## src/rtl/ptr_add_pkg.sv

```systemverilog
package ptr_add_pkg;

    typedef enum logic {
        MODE_PAIR  = 1'b0,
        MODE_SPOFS = 1'b1
    } add_mode_e;

    typedef struct packed {
        logic z;
        logic n;
        logic h;
        logic c;
    } flags_t;

endpackage

```

## src/rtl/pa_operand_sel.sv

```systemverilog
module pa_operand_sel
    import ptr_add_pkg::*;
#(
    parameter int W     = 16,
    parameter int IMM_W = 8
) (
    input  add_mode_e          mode,
    input  logic [W-1:0]       src,
    input  logic [IMM_W-1:0]   imm,
    output logic [W-1:0]       addend
);
    localparam int EXT_W = W - IMM_W;

    logic [W-1:0] imm_ext;

    always_comb begin
        imm_ext = {{EXT_W{imm[IMM_W-1]}}, imm};
        addend  = (mode == MODE_SPOFS) ? imm_ext : src;
    end
endmodule

```

## src/rtl/pa_carry_adder.sv

```systemverilog
module pa_carry_adder #(
    parameter int W     = 16,
    parameter int IMM_W = 8
) (
    input  logic [W-1:0] a,
    input  logic [W-1:0] b,
    output logic [W-1:0] sum,
    output logic         co_nib_lo,
    output logic         co_byte_lo,
    output logic         co_nib_hi,
    output logic         co_top
);
    localparam int K_NIB_LO  = IMM_W / 2 - 1;
    localparam int K_BYTE_LO = IMM_W - 1;
    localparam int K_NIB_HI  = W - 5;

    logic [W:0] full;

    always_comb begin
        full       = {1'b0, a} + {1'b0, b};
        sum        = full[W-1:0];
        co_nib_lo  = a[K_NIB_LO+1]  ^ b[K_NIB_LO+1]  ^ full[K_NIB_LO+1];
        co_byte_lo = a[K_BYTE_LO+1] ^ b[K_BYTE_LO+1] ^ full[K_BYTE_LO+1];
        co_nib_hi  = a[K_NIB_HI+1]  ^ b[K_NIB_HI+1]  ^ full[K_NIB_HI+1];
        co_top     = full[W];
    end
endmodule

```

## src/rtl/pa_flag_gen.sv

```systemverilog
module pa_flag_gen
    import ptr_add_pkg::*;
(
    input  add_mode_e mode,
    input  logic      z_in,
    input  logic      co_nib_lo,
    input  logic      co_byte_lo,
    input  logic      co_nib_hi,
    input  logic      co_top,
    output flags_t    flags
);
    always_comb begin
        flags.n = 1'b0;
        if (mode == MODE_SPOFS) begin
            flags.z = 1'b0;
            flags.h = co_nib_lo;
            flags.c = co_byte_lo;
        end else begin
            flags.z = z_in;
            flags.h = co_nib_hi;
            flags.c = co_top;
        end
    end
endmodule

```

## src/rtl/ptr_adder_unit.sv

```systemverilog
module ptr_adder_unit
    import ptr_add_pkg::*;
#(
    parameter int W     = 16,
    parameter int IMM_W = 8
) (
    input  logic             clk,
    input  logic             rst_n,
    input  logic             mode_i,
    input  logic [W-1:0]     base_i,
    input  logic [W-1:0]     src_i,
    input  logic [IMM_W-1:0] imm_i,
    input  logic             z_in_i,
    output logic [W-1:0]     sum_o,
    output logic             z_o,
    output logic             n_o,
    output logic             h_o,
    output logic             c_o
);
    typedef struct packed {
        logic [W-1:0] sum;
        flags_t       fl;
    } res_t;

    add_mode_e    mode_w;
    logic [W-1:0] addend_w;
    logic [W-1:0] sum_w;
    logic         co_nib_lo_w, co_byte_lo_w, co_nib_hi_w, co_top_w;
    flags_t       flags_w;
    res_t         res_d, res_q;

    assign mode_w = add_mode_e'(mode_i);

    pa_operand_sel #(.W(W), .IMM_W(IMM_W)) u_sel (
        .mode   (mode_w),
        .src    (src_i),
        .imm    (imm_i),
        .addend (addend_w)
    );

    pa_carry_adder #(.W(W), .IMM_W(IMM_W)) u_add (
        .a          (base_i),
        .b          (addend_w),
        .sum        (sum_w),
        .co_nib_lo  (co_nib_lo_w),
        .co_byte_lo (co_byte_lo_w),
        .co_nib_hi  (co_nib_hi_w),
        .co_top     (co_top_w)
    );

    pa_flag_gen u_flags (
        .mode       (mode_w),
        .z_in       (z_in_i),
        .co_nib_lo  (co_nib_lo_w),
        .co_byte_lo (co_byte_lo_w),
        .co_nib_hi  (co_nib_hi_w),
        .co_top     (co_top_w),
        .flags      (flags_w)
    );

    always_comb begin
        res_d.sum = sum_w;
        res_d.fl  = flags_w;
    end

    always_ff @(posedge clk) begin
        if (!rst_n) res_q <= '0;
        else        res_q <= res_d;
    end

    assign sum_o = res_q.sum;
    assign z_o   = res_q.fl.z;
    assign n_o   = res_q.fl.n;
    assign h_o   = res_q.fl.h;
    assign c_o   = res_q.fl.c;

    a_r1_pair_sum: assert property (@(posedge clk) disable iff (!rst_n)
        (mode_i == 1'b0) |=> (sum_o == $past(base_i + src_i)));

    a_r2_z_kept: assert property (@(posedge clk) disable iff (!rst_n)
        (mode_i == 1'b0) |=> (z_o == $past(z_in_i)));

    a_r3_n_clear: assert property (@(posedge clk) disable iff (!rst_n)
        rst_n |=> !n_o);

    a_r6_sp_sum: assert property (@(posedge clk) disable iff (!rst_n)
        (mode_i == 1'b1) |=> (sum_o == $past(base_i + W'($signed(imm_i)))));

    a_r7_z_cleared: assert property (@(posedge clk) disable iff (!rst_n)
        (mode_i == 1'b1) |=> !z_o);

    a_r9_low_carry: assert property (@(posedge clk) disable iff (!rst_n)
        (mode_i == 1'b1) |=>
            (c_o == $past((({1'b0, base_i[IMM_W-1:0]} + {1'b0, imm_i}) >> IMM_W) != 0)));
endmodule

```

## config.mk

```make
export PLATFORM = sky130hd
export DESIGN_NAME = ptr_adder_unit
export DESIGN_NICKNAME = d
export VERILOG_FILES = /design/src/rtl/ptr_add_pkg.sv /design/src/rtl/pa_operand_sel.sv /design/src/rtl/pa_carry_adder.sv /design/src/rtl/pa_flag_gen.sv /design/src/rtl/ptr_adder_unit.sv
export SDC_FILE = /design/constraint.sdc
export NUM_CORES = 1
export LEC_CHECK = 0
export CELL_PAD_IN_SITES_DETAIL_PLACEMENT = 0
export CELL_PAD_IN_SITES_GLOBAL_PLACEMENT = 1
export CORE_MARGIN = 3
export CORE_UTILIZATION = 35
export DETAILED_ROUTE_END_ITERATION = 10
export PLACE_DENSITY = 0.88
export SYNTH_ARGS = -nofsm -noshare
export SYNTH_HDL_FRONTEND = slang
export SYNTH_HIERARCHICAL = 1
export SYNTH_SLANG_ARGS = --single-unit
export TNS_END_PERCENT = 20
```

## constraint.sdc

```tcl
create_clock -name clk -period 6.7 [get_ports clk]
set_clock_uncertainty 0.2 [all_clocks]
set_input_delay 1.34 -clock clk [delete_from_list [all_inputs] [get_ports clk]]
set_output_delay 1.34 -clock clk [all_outputs]
set_load 0.01 [all_outputs]
```

==> results of run 1 <==
-- sequential cells by signal, summed over array words and instances, names as in the netlist --
signal	flops
c_o	1
z_o	1
sum_o	16
h_o	1
n_o	1
-- layer usage --
metal  GRT usage  part of all wire  wire, um  vias up
met4     0.02372            0.0023         8        0
li1            -                 -         -      728
met1      0.1795              0.49      1669      612
met2      0.2079              0.44      1499       53
met3     0.01469             0.076       262        2
met5           0                 0         0        -
-- final timing paths --
kind,cells after the start,startpoint,to
max,11,mode_i,c_o
min,3,base_i[0],sum_o[0]
-- cells by family after synthesis --
logic type,Yosys count,share of synthesized area
mux,18,0.1437
simple gates,47,0.1774
xor+xnor,14,0.07335
buf+inv,10,0.05089
fa+ha+maj,17,0.1317
flops,20,0.2395
compound gates,41,0.1811
other cells,1,0.002243
-- cells in the final DEF, fill, tap and decap left out, types with 2 or more instances in the layout --
master           count
a311o_1              2
and2_1              10
nand4_1              2
o211ai_1             3
a211o_2              2
and2b_2              2
o21ai_0              2
xor2_1               7
mux2_4              10
xnor2_1              7
clkdlybuf4s50_1     63
inv_1                3
and2_2              11
ha_1                16
mux2_2               8
nand3_1              6
o21a_1               2
nor2_1               6
a21oi_1             16
nand2_1              5
clkbuf_8             3
a21o_1               5
dfxtp_1             20
-- per-stage QoR --
stage               std cells  hold WS [ps]
floorplan                 168          1358
global placement          277          1875
detailed placement        277          1876
CTS                       281          1646
global route              281          1682
finish                    281          1642
-- power by group --
group | total (W) | switching (W) | internal, W
clock | 0.000116 | 0.0000365 | 0.0000796
sequential | 0.000141 | 0.00000433 | 0.000137
combinational | 0.000203 | 0.0000851 | 0.000118
total | 0.000460 | 0.000126 | 0.000334
-- worst max-delay path: cells and delay by family --
kind	cells	cell delay, ps
AOI/OAI and AO/OA	4	1060
adders and majority gates	2	620
buffers and inverters	1	710
muxes	2	640
and+or+nand+nor	2	290
-- layout make-up --
type / instances / area share
sequential: 20 / 0.1688
clock inverter: 1 / 0.01266
multi-input combinational: 138 / 0.5000
tap: 52 / 0.02743
timing repair buffer: 64 / 0.2690
inverter: 3 / 0.004747
clock buffer: 3 / 0.01741
==> results.md, run 1 <==
* Status: completed
* Area of the die at roughly 5600 um2
* Leak at around 1 nW
* Largest net degree at the start of global routing at 21
* Ys flop type: dfxtp_1
* Initial Util at 0.3736
* Synth cell count leaders: dfxtp_1 (20), a21oi_1 (16), ha_1 (16)
* Final worst path period need at between 4000 and 5000 ps
* Final Setup Violations at 0
* Worst hold path class: in -> reg
* Final WS setup at a little under 2000 ps
* CP Capture Type: register
* Yosys top cell area share at 0.2395
* TritonCTS buffer count at 3
* Crit start category: input port
* Slew HR at 0.6662
* Area growth syn-to-layout at 41.92%
* GRT Residual Overflow at 0
* Layout fillers at around 430
* PostCTS Resize Cnt at 0
* Vias after detailed routing at approximately 1400
* #FFs+latches synth at 20
* Worst EP arrival at roughly 4700 ps
* First-pass GRT wire length at about 5700 um
* Required @ worst endpoint at 6640 ps
* CP Class: in -> reg
* Antenna-violating nets left at 0
* Final WL at ~3400 um
* FF/Latch Area at ~400 um2
* Finished Cell Area at approximately 2400 um2
* Initial antenna violation count at 0
* # clock sinks at 20
* HPWL Detailed at between 3000 and 4000 um
* Routed vias/inst at 4.964
* Drt wl/cell at 12.24 um
* Top Ports at between 60 and 70
* Root Buffer: clkbuf_8
* Top-count cell post-synth: dfxtp_1
* 1st-iter DRT viols at between 40 and 50
* Layout cells sized above 1 at 0.2009
* PD cells at between 150 and 200 nW/um2
* Max Root-Sink Buffers at 2
* Mapped Cells at approximately 170
* Port bufs at between 60 and 70
* H-tree level count at 1
* Synth top area cells: dfxtp_1 (24%), ha_1 (12%), mux2_4 (9.0%)
* Setup TNS at 0 ps
* Worst Max-Slew Pin Slew at 499.1 ps
* # rows at 24
* Synthesis Warnings at 6
* Syn_nets at about 230
* Critical-path top delay cell: clkdlybuf4s50_1
* Antenna cell count at 0
* Reg clk slew, reported paths at about 70 ps
* CTS Hold Bufs at 0
* Router iterations before antenna repair at 4
* Final Max Slew Viols at 0
* # Post-CTS Setup Buffers at 0
* CTS tree: yes
* RSZ-0062 raised after global routing: no
* Worst vdd ir at between 0.07 and 0.08 mV
* Setup WS pre-CTS at between 1500 and 2000 ps
* Final net count at a little under 300
* Unique cell type count in the Yosys netlist at 41
* Async set or reset register ratio after synthesis at 0
* Die width at between 70 and 80 um
* Register area share after synthesis at 0.2395
* Utilization after layout at 0.5302
* Power Total at ~0.00046 W
* Drt drc at 0
* Placed Area at roughly 2300 um2
* Vias in the first global route at about 1300
* Post-synth EDFFs at 0
* Gp weighted congestion at 0.8434
* Cell Area, Synth at roughly 1700 um2
* Gr usage total at 0.1267
* Max Cap Viol at 0
* DIE HEIGHT at approximately 75 um
* CP cell instances: clkdlybuf4s50_1 -> mux2_2 -> ha_1 -> fa_1 -> a21o_2 -> a311o_1 -> o211ai_2 -> nand3b_4 -> a311o_1 -> mux2_2 -> and2_2
* Final hold viol count at 0
* Total core area at ~4500 um2
* Period utilisation layout at 0.7041
* Multi-input logic area at roughly 1200 um2
* Synth area leader: dfxtp_1
* Crit-path max cell delay at a little over 700 ps
* Mean post-synth cell area at between 9 and 10 um2
* Max FO, Critical Path at 7
* FMAX at 212.0 MHz
Power figures use the tool's default switching activity.
==> inputs of run 2 (changes only) <==
--- a/config.mk
+++ b/config.mk
@@ -8,9 +8,9 @@
 export CELL_PAD_IN_SITES_DETAIL_PLACEMENT = 0
 export CELL_PAD_IN_SITES_GLOBAL_PLACEMENT = 1
 export CORE_MARGIN = 3
-export CORE_UTILIZATION = 35
+export CORE_UTILIZATION = 33
 export DETAILED_ROUTE_END_ITERATION = 10
-export PLACE_DENSITY = 0.88
+export PLACE_DENSITY = 0.84
 export SYNTH_ARGS = -nofsm -noshare
 export SYNTH_HDL_FRONTEND = slang
 export SYNTH_HIERARCHICAL = 1
==> constraint.sdc (replaced) <==
create_clock -name clk -period 4.6 [get_ports clk]
set_clock_uncertainty 0.2 [all_clocks]
set_input_delay 0.92 -clock clk [delete_from_list [all_inputs] [get_ports clk]]
set_output_delay 0.92 -clock clk [all_outputs]
set_load 0.01 [all_outputs]
==> run 2 against run 1 <==
  * Cell area is 0.42% higher
  * Setup slack worse by 1500 ps
  * Clock power is 12% higher
  * Critical endpoint unchanged
  * Largest power group unchanged
  * Highest routed layer unchanged
==> results.md, run 2 (same netlist as run 1, synthesis figures left out) <==
* Area of the die at 5955 um2
* Final WL at 3685 um
* Slew HR at 0.6587
* Root Buffer: clkbuf_8
* Layout cells sized above 1 at 0.2043
* HPWL Detailed at 3086 um
* Worst hold path class: in -> reg
* Drt drc at 0
* Drt wl/cell at 12.41 um
* Vias after detailed routing at about 1400
* Final Max Slew Viols at 0
* CP Capture Type: register
* Worst EP arrival at 4030 ps
* Register share of total power at 0.323
* Worst Max-Slew Pin Slew at 510.4 ps
* PostCTS Resize Cnt at 0
* CP Class: in -> reg
* Leak at ~1.0 nW
* Final Setup Violations at 0
* Final WS setup at about 520 ps
* # clock sinks at 20
* Final hold viol count at 0
* 1st-iter DRT viols at 31
* Internal Pwr Total at 0.0004478 W
* Router iterations before antenna repair at 4
* Largest net degree at the start of global routing at 21
* # rows at 25
* Status: completed
* Gp weighted congestion at approximately 0.86
* FF/Latch Area at about 400 um2
* RSZ-0062 raised after global routing: no
* CTS tree: yes
* Antenna cell count at 0
* Commonest non-fill, non-tap cell in the layout: clkdlybuf4s50_1
* Clock power frac at 0.205
* Area growth syn-to-layout at 42.51%
* Setup TNS at 0 ps
* Max Cap Viol at 0
* Initial antenna violation count at 0
* Final worst path period need at between 4000 and 5000 ps
* Final net count at ~290
* Layout fillers at roughly 490
* Period utilisation layout at 0.8875
* Max FFs per register at 16
* Max FO, Critical Path at 7
* H-tree level count at 1
* TritonCTS buffer count at 3
* Initial Util at 0.3470
* Switch share at 0.2938
* Combinational share of power at 0.472
* Gr usage total at 0.1264
* Routed vias/inst at roughly 4.7
* Required @ worst endpoint at ~4600 ps
* Total core area at ~4800 um2
* Crit start category: input port
* P_sw at ~0.00019 W
* Top Ports at 64
* Antenna-violating nets left at 0
* Worst vdd ir at 0.09247 mV
* Reg clk slew, reported paths at 70 ps
* Max Root-Sink Buffers at 2
* First-pass GRT wire length at 6258 um
* # Post-CTS Setup Buffers at 0
* FMAX at ~240 MHz
* PD cells at 266.2 nW/um2
* DIE HEIGHT at 77.17 um
* Die width at 77.17 um
* Setup WS pre-CTS at ~220 ps
* Commonest non-fill, non-tap cells in the layout: clkdlybuf4s50_1 (63), dfxtp_1 (20), a21oi_1 (16), ha_1 (16), and2_2 (11)
* GRT Residual Overflow at 0
* Vias in the first global route at around 1400
* Port bufs at 63
* Multi-input logic area at approximately 1200 um2
* CTS Hold Bufs at 0
-- run 2: metrics by stage --
step | cell area [um2] | util | power (W) | std cells | hold WS [ps]
finish | 2382 | 0.4945 | 0.0006341 | 297 | 1193
global route | 2382 | 0.4945 | 0.0006768 | 297 | 1223
CTS | 2382 | 0.4945 | 0.0006425 | 297 | 1191
detailed placement | 2327 | 0.4831 | 0.0005107 | 293 | 1454
global placement | 2327 | 0.4831 | 0.0005085 | 293 | 1455
floorplan | 1672 | - | 0.0003946 | 168 | 938.2
-- run 2: worst paths after layout --
path,from,to,cells after the start
worst max-delay path,mode_i,c_o,11
worst min-delay path,z_in_i,z_o,3
-- run 2: layer usage --
| metal | up-vias | part of all wire | track usage |
|---|---|---|---|
| met5 | - | 0 | 0 |
| met1 | 609 | 0.48 | 0.1713 |
| met2 | 45 | 0.45 | 0.2055 |
| met4 | 0 | 0.0092 | 0.03737 |
| li1 | 725 | - | - |
| met3 | 4 | 0.062 | 0.01995 |
-- run 2: cell type report --
class,count,share of cell area
Multi-Input combinational cell,138,0.4979
Tap cell,67,0.03519
Sequential cell,20,0.1681
Clock buffer,4,0.02311
Timing Repair Buffer,65,0.2710
Inverter,3,0.004727
-- run 2: power groups by stage --
stage	registers [W]	clock network [W]	logic, W
3_3_place_gp	0.000209	0	0.000299
4_1_cts	0.000205	0.000135	0.000302
2_1_floorplan	0.000223	0	0.000172
3_5_place_dp	0.000209	0	0.000302
6_report	0.000205	0.000130	0.000299
5_1_grt	0.000207	0.000140	0.000330
-- run 2: critical path: stages --
cell	delay, ps
clkdlybuf4s50_1	520
buf_4	190
mux2_2	370
fa_1	440
a21o_2	260
a311o_1	370
o211ai_2	110
nand3b_4	110
a311o_1	320
mux2_2	250
and2_2	180
